`config.mk`:
```
export PLATFORM = sky130hd
export DESIGN_NAME = cell_bal_ctrl
export DESIGN_NICKNAME = d
export VERILOG_FILES = /design/src/rtl/cbal_pkg.sv /design/src/rtl/cbal_auto_sel.sv /design/src/rtl/cbal_blank.sv /design/src/rtl/cell_bal_ctrl.sv
export SDC_FILE = /design/constraint.sdc
export NUM_CORES = 1
export LEC_CHECK = 0
export ABC_CLOCK_PERIOD_IN_PS = 10650
export BUFFER_PORTS_ARGS = -buffer_cell sky130_fd_sc_hd__buf_2
export CAP_MARGIN = 20
export CORE_ASPECT_RATIO = 0.7
export CORE_UTILIZATION = 40
export CTS_BUF_LIST = sky130_fd_sc_hd__clkbuf_8
export CTS_CLUSTER_DIAMETER = 50
export DETAILED_ROUTE_END_ITERATION = 10
export GPL_TIMING_DRIVEN = 0
export PLACE_DENSITY = 0.6
export SLEW_MARGIN = 20
export SYNTH_ARGS = -nofsm -noshare
export SYNTH_HDL_FRONTEND = slang
export SYNTH_HIERARCHICAL = 1
export SYNTH_SLANG_ARGS = --single-unit
```
`constraint.sdc`:
```
create_clock -name clk -period 10.65 [get_ports clk]
set_input_delay 0.5325 -clock clk [delete_from_list [all_inputs] [get_ports clk]]
set_output_delay 0.5325 -clock clk [all_outputs]
set_load 0.01 [all_outputs]
```
`src/rtl/cbal_pkg.sv`:
```
package cbal_pkg;

    typedef enum logic [1:0] {
        ST_IDLE = 2'd0,
        ST_HOST = 2'd1,
        ST_AUTO = 2'd2
    } cbal_state_e;

endpackage

```
`src/rtl/cbal_auto_sel.sv`:
```
module cbal_auto_sel #(
    parameter int N_CELLS = 16,
    parameter int CNT_W   = $clog2(N_CELLS + 1)
) (
    input  logic [N_CELLS-1:0] req_i,
    input  logic [N_CELLS-1:0] skip_i,
    input  logic [CNT_W-1:0]   max_i,
    output logic [N_CELLS-1:0] sel_o
);

    logic [CNT_W-1:0] picked;
    logic             below_taken;

    always_comb begin
        sel_o       = '0;
        picked      = '0;
        below_taken = 1'b0;
        for (int i = 0; i < N_CELLS; i++) begin
            if (req_i[i] && !skip_i[i] && !below_taken && (picked < max_i)) begin
                sel_o[i]    = 1'b1;
                picked      = picked + 1'b1;
                below_taken = 1'b1;
            end else begin
                below_taken = 1'b0;
            end
        end
    end

endmodule

```
`src/rtl/cbal_blank.sv`:
```
module cbal_blank #(
    parameter int N_CELLS = 16,
    parameter int CH_W    = (N_CELLS > 1) ? $clog2(N_CELLS) : 1
) (
    input  logic               active_i,
    input  logic [CH_W-1:0]    chan_i,
    input  logic               stack_i,
    output logic [N_CELLS-1:0] hold_off_o
);

    for (genvar i = 0; i < N_CELLS; i++) begin : g_cell
        logic own_hit;
        logic lo_hit;
        logic hi_hit;
        assign own_hit = (chan_i == CH_W'(i));
        if (i > 0) begin : g_lo
            assign lo_hit = (chan_i == CH_W'(i - 1));
        end else begin : g_lo_none
            assign lo_hit = 1'b0;
        end
        if (i < N_CELLS - 1) begin : g_hi
            assign hi_hit = (chan_i == CH_W'(i + 1));
            assign hold_off_o[i] = active_i && (own_hit || lo_hit || hi_hit);
        end else begin : g_top
            assign hi_hit = 1'b0;
            assign hold_off_o[i] = (active_i && (own_hit || lo_hit || hi_hit)) || stack_i;
        end
    end

endmodule

```
`src/rtl/cell_bal_ctrl.sv`:
```
module cell_bal_ctrl
    import cbal_pkg::*;
#(
    parameter int N_CELLS = 16,
    parameter int TIMER_W = 16,
    localparam int CNT_W  = $clog2(N_CELLS + 1),
    localparam int CH_W   = (N_CELLS > 1) ? $clog2(N_CELLS) : 1
) (
    input  logic               clk,
    input  logic               rst_n,
    input  logic               mode_auto,
    input  logic               host_cmd_valid,
    input  logic [N_CELLS-1:0] host_cmd_mask,
    input  logic [TIMER_W-1:0] time_limit,
    input  logic               tick_1s,
    input  logic [CNT_W-1:0]   max_cells,
    input  logic [N_CELLS-1:0] interconnect_mask,
    input  logic [N_CELLS-1:0] auto_req,
    input  logic               meas_active,
    input  logic [CH_W-1:0]    meas_chan,
    input  logic               meas_stack,
    output logic [N_CELLS-1:0] bypass_en,
    output logic [TIMER_W-1:0] bal_time
);

    localparam logic [TIMER_W-1:0] TIMER_MAX = '1;

    cbal_state_e        state_q, state_d;
    logic [N_CELLS-1:0] sel_q, sel_d;
    logic [TIMER_W-1:0] timer_q, timer_d;
    logic [N_CELLS-1:0] auto_sel;
    logic [N_CELLS-1:0] hold_off;
    logic               cmd_ok;
    logic               reach_limit;
    logic [TIMER_W:0]   timer_inc;

    cbal_auto_sel #(.N_CELLS(N_CELLS), .CNT_W(CNT_W)) u_sel (
        .req_i  (auto_req),
        .skip_i (interconnect_mask),
        .max_i  (max_cells),
        .sel_o  (auto_sel)
    );

    cbal_blank #(.N_CELLS(N_CELLS), .CH_W(CH_W)) u_blank (
        .active_i   (meas_active),
        .chan_i     (meas_chan),
        .stack_i    (meas_stack),
        .hold_off_o (hold_off)
    );

    assign cmd_ok      = host_cmd_valid && !mode_auto && (time_limit != '0);
    assign timer_inc   = {1'b0, timer_q} + 1'b1;
    assign reach_limit = tick_1s && (timer_inc >= {1'b0, time_limit});

    // state register
    always_ff @(posedge clk or negedge rst_n) begin
        if (!rst_n) begin
            state_q <= ST_IDLE;
            sel_q   <= '0;
            timer_q <= '0;
        end else begin
            state_q <= state_d;
            sel_q   <= sel_d;
            timer_q <= timer_d;
        end
    end

    // next state, mask and timer
    always_comb begin
        state_d = state_q;
        sel_d   = sel_q;
        timer_d = timer_q;
        unique case (state_q)
            ST_IDLE: begin
                sel_d = '0;
                if (mode_auto) begin
                    state_d = ST_AUTO;
                    timer_d = '0;
                end else if (cmd_ok) begin
                    state_d = ST_HOST;
                    sel_d   = host_cmd_mask & ~interconnect_mask;
                    timer_d = '0;
                end
            end
            ST_HOST: begin
                if (mode_auto) begin
                    state_d = ST_AUTO;
                    sel_d   = '0;
                    timer_d = '0;
                end else if (time_limit == '0) begin
                    state_d = ST_IDLE;
                    sel_d   = '0;
                end else if (cmd_ok) begin
                    sel_d   = host_cmd_mask & ~interconnect_mask;
                    timer_d = '0;
                end else if (reach_limit) begin
                    state_d = ST_IDLE;
                    sel_d   = '0;
                    timer_d = time_limit;
                end else if (tick_1s) begin
                    timer_d = timer_inc[TIMER_W-1:0];
                end
            end
            ST_AUTO: begin
                if (!mode_auto) begin
                    state_d = ST_IDLE;
                    sel_d   = '0;
                end else begin
                    sel_d = auto_sel;
                    if (tick_1s && timer_q != TIMER_MAX) begin
                        timer_d = timer_inc[TIMER_W-1:0];
                    end
                end
            end
            default: begin
                state_d = ST_IDLE;
                sel_d   = '0;
            end
        endcase
    end

    // outputs
    always_comb begin
        bypass_en = sel_q & ~hold_off;
        bal_time  = timer_q;
    end


    auto_no_adjacent_chk: assert property (@(posedge clk) disable iff (!rst_n)
        (state_q == ST_AUTO) |-> ((sel_q & (sel_q >> 1)) == '0));


    auto_cap_chk: assert property (@(posedge clk) disable iff (!rst_n)
        ((state_q == ST_AUTO) && $past(state_q == ST_AUTO))
            |-> ($countones(sel_q) <= int'($past(max_cells))));


    host_expire_chk: assert property (@(posedge clk) disable iff (!rst_n)
        ((state_q == ST_HOST) && !mode_auto && !host_cmd_valid && tick_1s
            && (time_limit != '0) && ({1'b0, bal_time} + 1'b1 >= {1'b0, time_limit}))
            |=> ((state_q == ST_IDLE) && (bypass_en == '0)));


    zero_limit_chk: assert property (@(posedge clk) disable iff (!rst_n)
        ((time_limit == '0) && !mode_auto) |=> (state_q != ST_HOST));


    meas_blank_chk: assert property (@(posedge clk) disable iff (!rst_n)
        (meas_active && (int'(meas_chan) < N_CELLS)) |-> (bypass_en[meas_chan] == 1'b0));


    stack_blank_chk: assert property (@(posedge clk) disable iff (!rst_n)
        meas_stack |-> (bypass_en[N_CELLS-1] == 1'b0));


    cmd_restart_chk: assert property (@(posedge clk) disable iff (!rst_n)
        ((state_q == ST_HOST) && cmd_ok) |=> (bal_time == '0));

endmodule

```
==> impl_metrics.ini, run 1 <==
[status]
status = finished with violations
violations = setup timing

[setup_path]
critPathKind = in -> reg
critPathSlowestCell = or4_4
reg2reg_depth = 14
critPathMaxFanout = 4
r2r_slack_ns = 6.47
endpoint = sel_q[15]
cpPeakStageDelay_ns = 0.56
r2r_start = bal_time[0]
path_common_cell = ha_4
crit_arrival_ns = 21.86
cp-start-kind = primary input
worst_ep_required_time_ns = 10.87
regToRegEndpoint = bal_time[2]
crit_path_end_kind = flop
critPathLaunch = max_cells[1]

[finish]
drive_gt1_share_pct = 43.7
area_growth_pct = 46.2
final_nets = 1145
fill_cells = 1216
final_util_pct = 61.1
final_cell_area_um2 = 8670

[sta]
fin_ws_ns = -11.00
holdWs_ns = 0.321
maxSlewViolCount = 0
rsz0062_at_grt = true
hold_viol = 0
setup_viol = 8
final.min_clock_period_ns = 21.65
max_slew_margin_pct = 16.7
tightest_slew_ns = 1.25
skew_ns = 0.00581
fmax_mhz = 46.2
min_period_over_period_pct = 203

[detailed_routing]
num_vias = 6739
drc_errors = 0
drt-initial-drc-count = 555
routedWlPerCell_um = 18.7
drt-total-wl_um = 21900
ant_nets = 0
firstDrtPassIters = 5
vias_per_cell = 5.75

[floorplanning]
initial_core_util_pct = 41.8
die_area_um2 = 15300
core_um2 = 14200
fp.dieW_um = 148
die_h_um = 104
pin_count = 112
rows = 36

[cts]
hold_buffers = 0
clk_path_buf_depth = 2
cts_buffers = 5
clkLatencyLatePin_ns = 0.29
cts-root-buf = clkbuf_8
ctsHtreeMaxLevel = 2
cts_tree = done
cts.sinks = 34
path_clk_slew_ns = 0.08

[synth]
synth_edf_count = 0
avgSynthCellArea_um2 = 7.93
ys_seq_area_share_pct = 14.3
synth_area_um2 = 5930
ys_ff_latch = 34
synth_cell_type_count = 98
ys_warn_count = 6
netlist_instances = 748
synth_ff_type = dfrtp_1
async_reset_ff_share_pct = 100

[placement]
dp_hpwl_um = 15400
portBuffers = 109
gp_congestion = 0.923
dpl-instance-area_um2 = 7060
dp_slack_ns = -13.37

[pwr]
ir_worst_vdd_mv = 0.0674
p_leak_uw = 0.00422
p_per_area_nw_per_um2 = 118

[global_routing]
grt_antenna_before_repair = 1
first_global_vias = 6479
grt_pass1_wl_um = 33700
grtUsageTotal_pct = 27.5
grt-ovfl-total = 0
grt_max_degree = 35

[min_path]
hp-class = in -> async

[job]
drv_cap = 0
==> placed cells by master (no fill, tap or decap), types with 13 or more instances in the layout <==
cell type,Yosys,layout
a22oi_1,17,16
buf_2,6,111
dfrtp_1,34,34
buf_4,1,106
inv_1,76,67
buf_6,7,18
a21oi_2,3,17
nand3_1,24,18
nand2_1,57,50
a21oi_1,37,21
ha_4,0,19
o21ai_1,26,32
nand4_1,20,20
a32oi_1,17,13
nor2_1,36,32
xnor2_1,21,16
ha_1,84,63
nor2b_1,30,28
==> power breakdown <==
group | leakage, uW | internal [uW] | switching [uW] | total, uW
Clock | 0.0000431 | 50.0 | 50.8 | 101
Combinational | 0.00371 | 359 | 410 | 769
Sequential | 0.000469 | 142 | 10.9 | 153
==> stage by stage <==
step	cells	total power, uW	TNS [ns]
4_1_cts	1138	948	-48.61
6_report	1171	1020	-52.14
3_3_place_gp	1051	698	-66.52
3_5_place_dp	1051	718	-69.35
2_1_floorplan	752	572	-47.74
5_1_grt	1170	1100	-56.89
==> state kept, by name, indices dropped and copies added (netlist names) <==
name and cells:
bal_time 16, sel_q 16, state_q 2
==> cells by family (layout without fill, tap and decap cells) <==
logic type | count (synthesis) | count (layout) | share of synthesized area [%]
AND/OR/NAND/NOR | 264 | 264 | 25.4
AO/OA/AOI/OAI | 210 | 210 | 25.9
buffers and inverters | 108 | 336 | 8.29
adder cells (fa/ha/maj) | 84 | 84 | 17.7
XOR/XNOR | 34 | 34 | 5.86
flip-flops | 34 | 34 | 14.3
multiplexers | 13 | 13 | 2.45
other | 1 | 6 | 0.0632
==> cells in the mapped netlist, types with 14 or more instances <==
library cell | count | area share [%]
dfrtp_1 | 34 | 14
nor2b_1 | 30 | 3.2
o21ai_1 | 26 | 2.2
nor2_1 | 36 | 2.3
a21oi_1 | 37 | 3.1
o21ai_0 | 21 | 1.8
nor3_1 | 14 | 1.2
a32oi_1 | 17 | 2.5
inv_1 | 76 | 4.8
nand4_1 | 20 | 2.1
nand3_1 | 24 | 2.0
xnor2_1 | 21 | 3.1
a22oi_1 | 17 | 2.2
ha_1 | 84 | 18
nand2_1 | 57 | 3.6
==> cell type report <==
cell class / instances / area (um^2) / share of cell area (%)
antenna: 1 / 2.50 / 0.0289
buffer: 23 / 193 / 2.22
clock buffer: 6 / 82.6 / 0.952
inverter: 84 / 347 / 4.00
multi-input combinational: 610 / 5500 / 63.5
sequential: 34 / 851 / 9.81
tap: 190 / 238 / 2.74
timing repair buffer: 223 / 1460 / 16.8
==> critical path, delay by kind of cell <==
family / cells / cell delay [ns]
simple gates: 39 / 7.18
mux: 4 / 1.16
compound gates: 42 / 7.65
fa+ha+maj: 14 / 3.00
buf+inv: 10 / 0.91
xor+xnor: 7 / 1.36
==> metal layers <==
metal	global-route usage, %	vias up	wire (um)
met5	0	-	10
met1	40.1	3213	10300
met3	3.86	38	1490
met4	5.38	2	339
met2	42.9	269	9780
li1	-	3217	-
==> worst min-delay path by stage <==
stage	from	to	slack (ns)
after floorplan	rst_n	bal_time[0]	0.24
after global placement	sel_q[2]	sel_q[2]	0.46
after detailed placement	sel_q[1]	sel_q[1]	0.47
after CTS	rst_n	bal_time[0]	0.36
after global routing	rst_n	bal_time[0]	0.39
final	rst_n	bal_time[0]	0.32
==> repair_timing <==
action                                 CTS  global route
setup buffers                           82            32
gates resized for setup                 91            45
setup endpoints to repair                9             9
endpoints found under the hold margin    0             0
pin swaps                              109           102
No activity file was read; power rests on OpenSTA's default activity.
==> inputs of run 2 (changes only) <==
CORE_MARGIN = 2   (was default)
==> run 2 against run 1 <==
The run still ends with setup timing left. Flip-flop and latch count did not move. Final cell count unchanged. Clock power down 10%. Worst hold slack better by 0.0076 ns. Worst setup slack got worse by 0.11 ns. Register-to-register slack worse by 0.08 ns. Critical path type unchanged. Die area rose by 3.3%. Sequential share of layout area is essentially flat. Critical endpoint unchanged. Via count increased by 1.0%. First-iteration DRC count is 16% lower. Critical path depth grew 1. Utilization shrank 1.9 points.
==> impl_metrics.ini, run 2 (synthesis results as in run 1) <==
[status]
status = finished with violations
violations = setup timing

[sta]
final.min_clock_period_ns = 21.75
min_period_over_period_pct = 204
fmax_mhz = 46.0
skew_ns = 0.0145
maxSlewViolCount = 0
rsz0062_at_grt = true
setup_viol = 8
hold_viol = 0
tightest_slew_ns = 1.17
holdWs_ns = 0.329
max_slew_margin_pct = 21.3
fin_ws_ns = -11.10

[setup_path]
critPathKind = in -> reg
r2r_start = bal_time[0]
crit_path_end_kind = flop
worst_ep_required_time_ns = 10.81
cp-start-kind = primary input
cp_top_family = compound AO/OA/AOI/OAI gates
critPathSlowestCell = or4_4
reg2reg_depth = 16
r2r_slack_ns = 6.39
regToRegEndpoint = bal_time[14]
critPathMaxFanout = 5
crit_arrival_ns = 21.91
path_common_cell = ha_4
cpPeakStageDelay_ns = 0.57
path_buf_inv = 10

[placement]
portBuffers = 109
gp_congestion = 0.916
dp_slack_ns = -13.34
dp_hpwl_um = 15600

[min_path]
hp-class = in -> async

[finish]
final_nets = 1140
mostFrequentLayoutCell = buf_2
area_growth_pct = 45.5
seq_area_um2 = 851
fill_cells = 1309
drive_gt1_share_pct = 43.0
multiInputGateArea_um2 = 5510
final_util_pct = 59.2
mostFrequentLayoutCells = buf_2, buf_4, inv_1
n_antenna_cell = 0

[cts]
ctsHtreeMaxLevel = 2
cts-root-buf = clkbuf_8
path_clk_slew_ns = 0.07
cts_tree = done
cts_buffers = 5
clk_path_buf_depth = 2
hold_buffers = 0
clkLatencyLatePin_ns = 0.29
cts.sinks = 34

[job]
drv_cap = 0

[floorplanning]
initial_core_util_pct = 40.7
core_um2 = 14600
rows = 37
die_h_um = 106
fp.dieW_um = 150
die_area_um2 = 15800
pin_count = 112

[global_routing]
grt_antenna_before_repair = 0
grtUsageTotal_pct = 27.2
grt_max_degree = 35
first_global_vias = 6636
grt_pass1_wl_um = 34300
grt-ovfl-total = 0

[detailed_routing]
firstDrtPassIters = 5
num_vias = 6809
routedWlPerCell_um = 19.2
drt-initial-drc-count = 466
vias_per_cell = 5.81
drt-total-wl_um = 22500
ant_nets = 0
drc_errors = 0

[pwr]
p_per_area_nw_per_um2 = 118
ir_worst_vdd_mv = 0.0442
p_leak_uw = 0.00420
p_total_uw = 1020
==> run 2: where the power goes <==
group	internal (uW)	leakage, uW	switching (uW)
clock	43.1	0.0000466	47.8
sequential	142	0.000469	11.4
combinational	360	0.00369	416
==> run 2: final cells by class <==
cell class                 count  share of cell area (%)
sequential                    34                    9.85
inverter                      84                    4.09
multi-input combinational    610                    63.8
clock inverter                 2                  0.0869
tap                          195                    2.83
buffer                        21                    1.96
clock buffer                   5                   0.797
timing repair buffer         220                    16.6
==> run 2: timing repair <==
action | in CTS | in global routing
hold endpoints to repair | 0 | 0
buffers inserted | 78 | 33
resized for setup | 93 | 47
pin swaps | 90 | 85
setup endpoints to repair | 9 | 9
==> run 2: routing by layer <==
metal	global-route usage, %	routed length (um)	vias up
met1	40.2	10500	3275
met4	6.12	329	0
met5	0	0	-
li1	-	-	3224
met2	42.0	10200	280
met3	3.78	1460	30
==> run 2: worst max path at each step <==
stage,startpoint,to,slack [ns],cells past startpoint
after floorplan,max_cells[1],sel_q[15],-10.34,120
after global placement,max_cells[0],sel_q[15],-13.02,120
after detailed placement,max_cells[0],sel_q[15],-13.34,118
after CTS,max_cells[2],sel_q[15],-10.53,122
after global routing,max_cells[2],sel_q[15],-12.04,117
final,max_cells[2],sel_q[15],-11.10,117
==> run 2: metrics by stage <==
stage,TNS [ns],cell area (um^2),cells
global placement,-66.88,7060,1056
global route,-58.46,8640,1171
detailed placement,-68.73,7060,1056
finish,-53.22,8640,1171
floorplan,-47.74,6270,752
CTS,-48.57,8180,1141
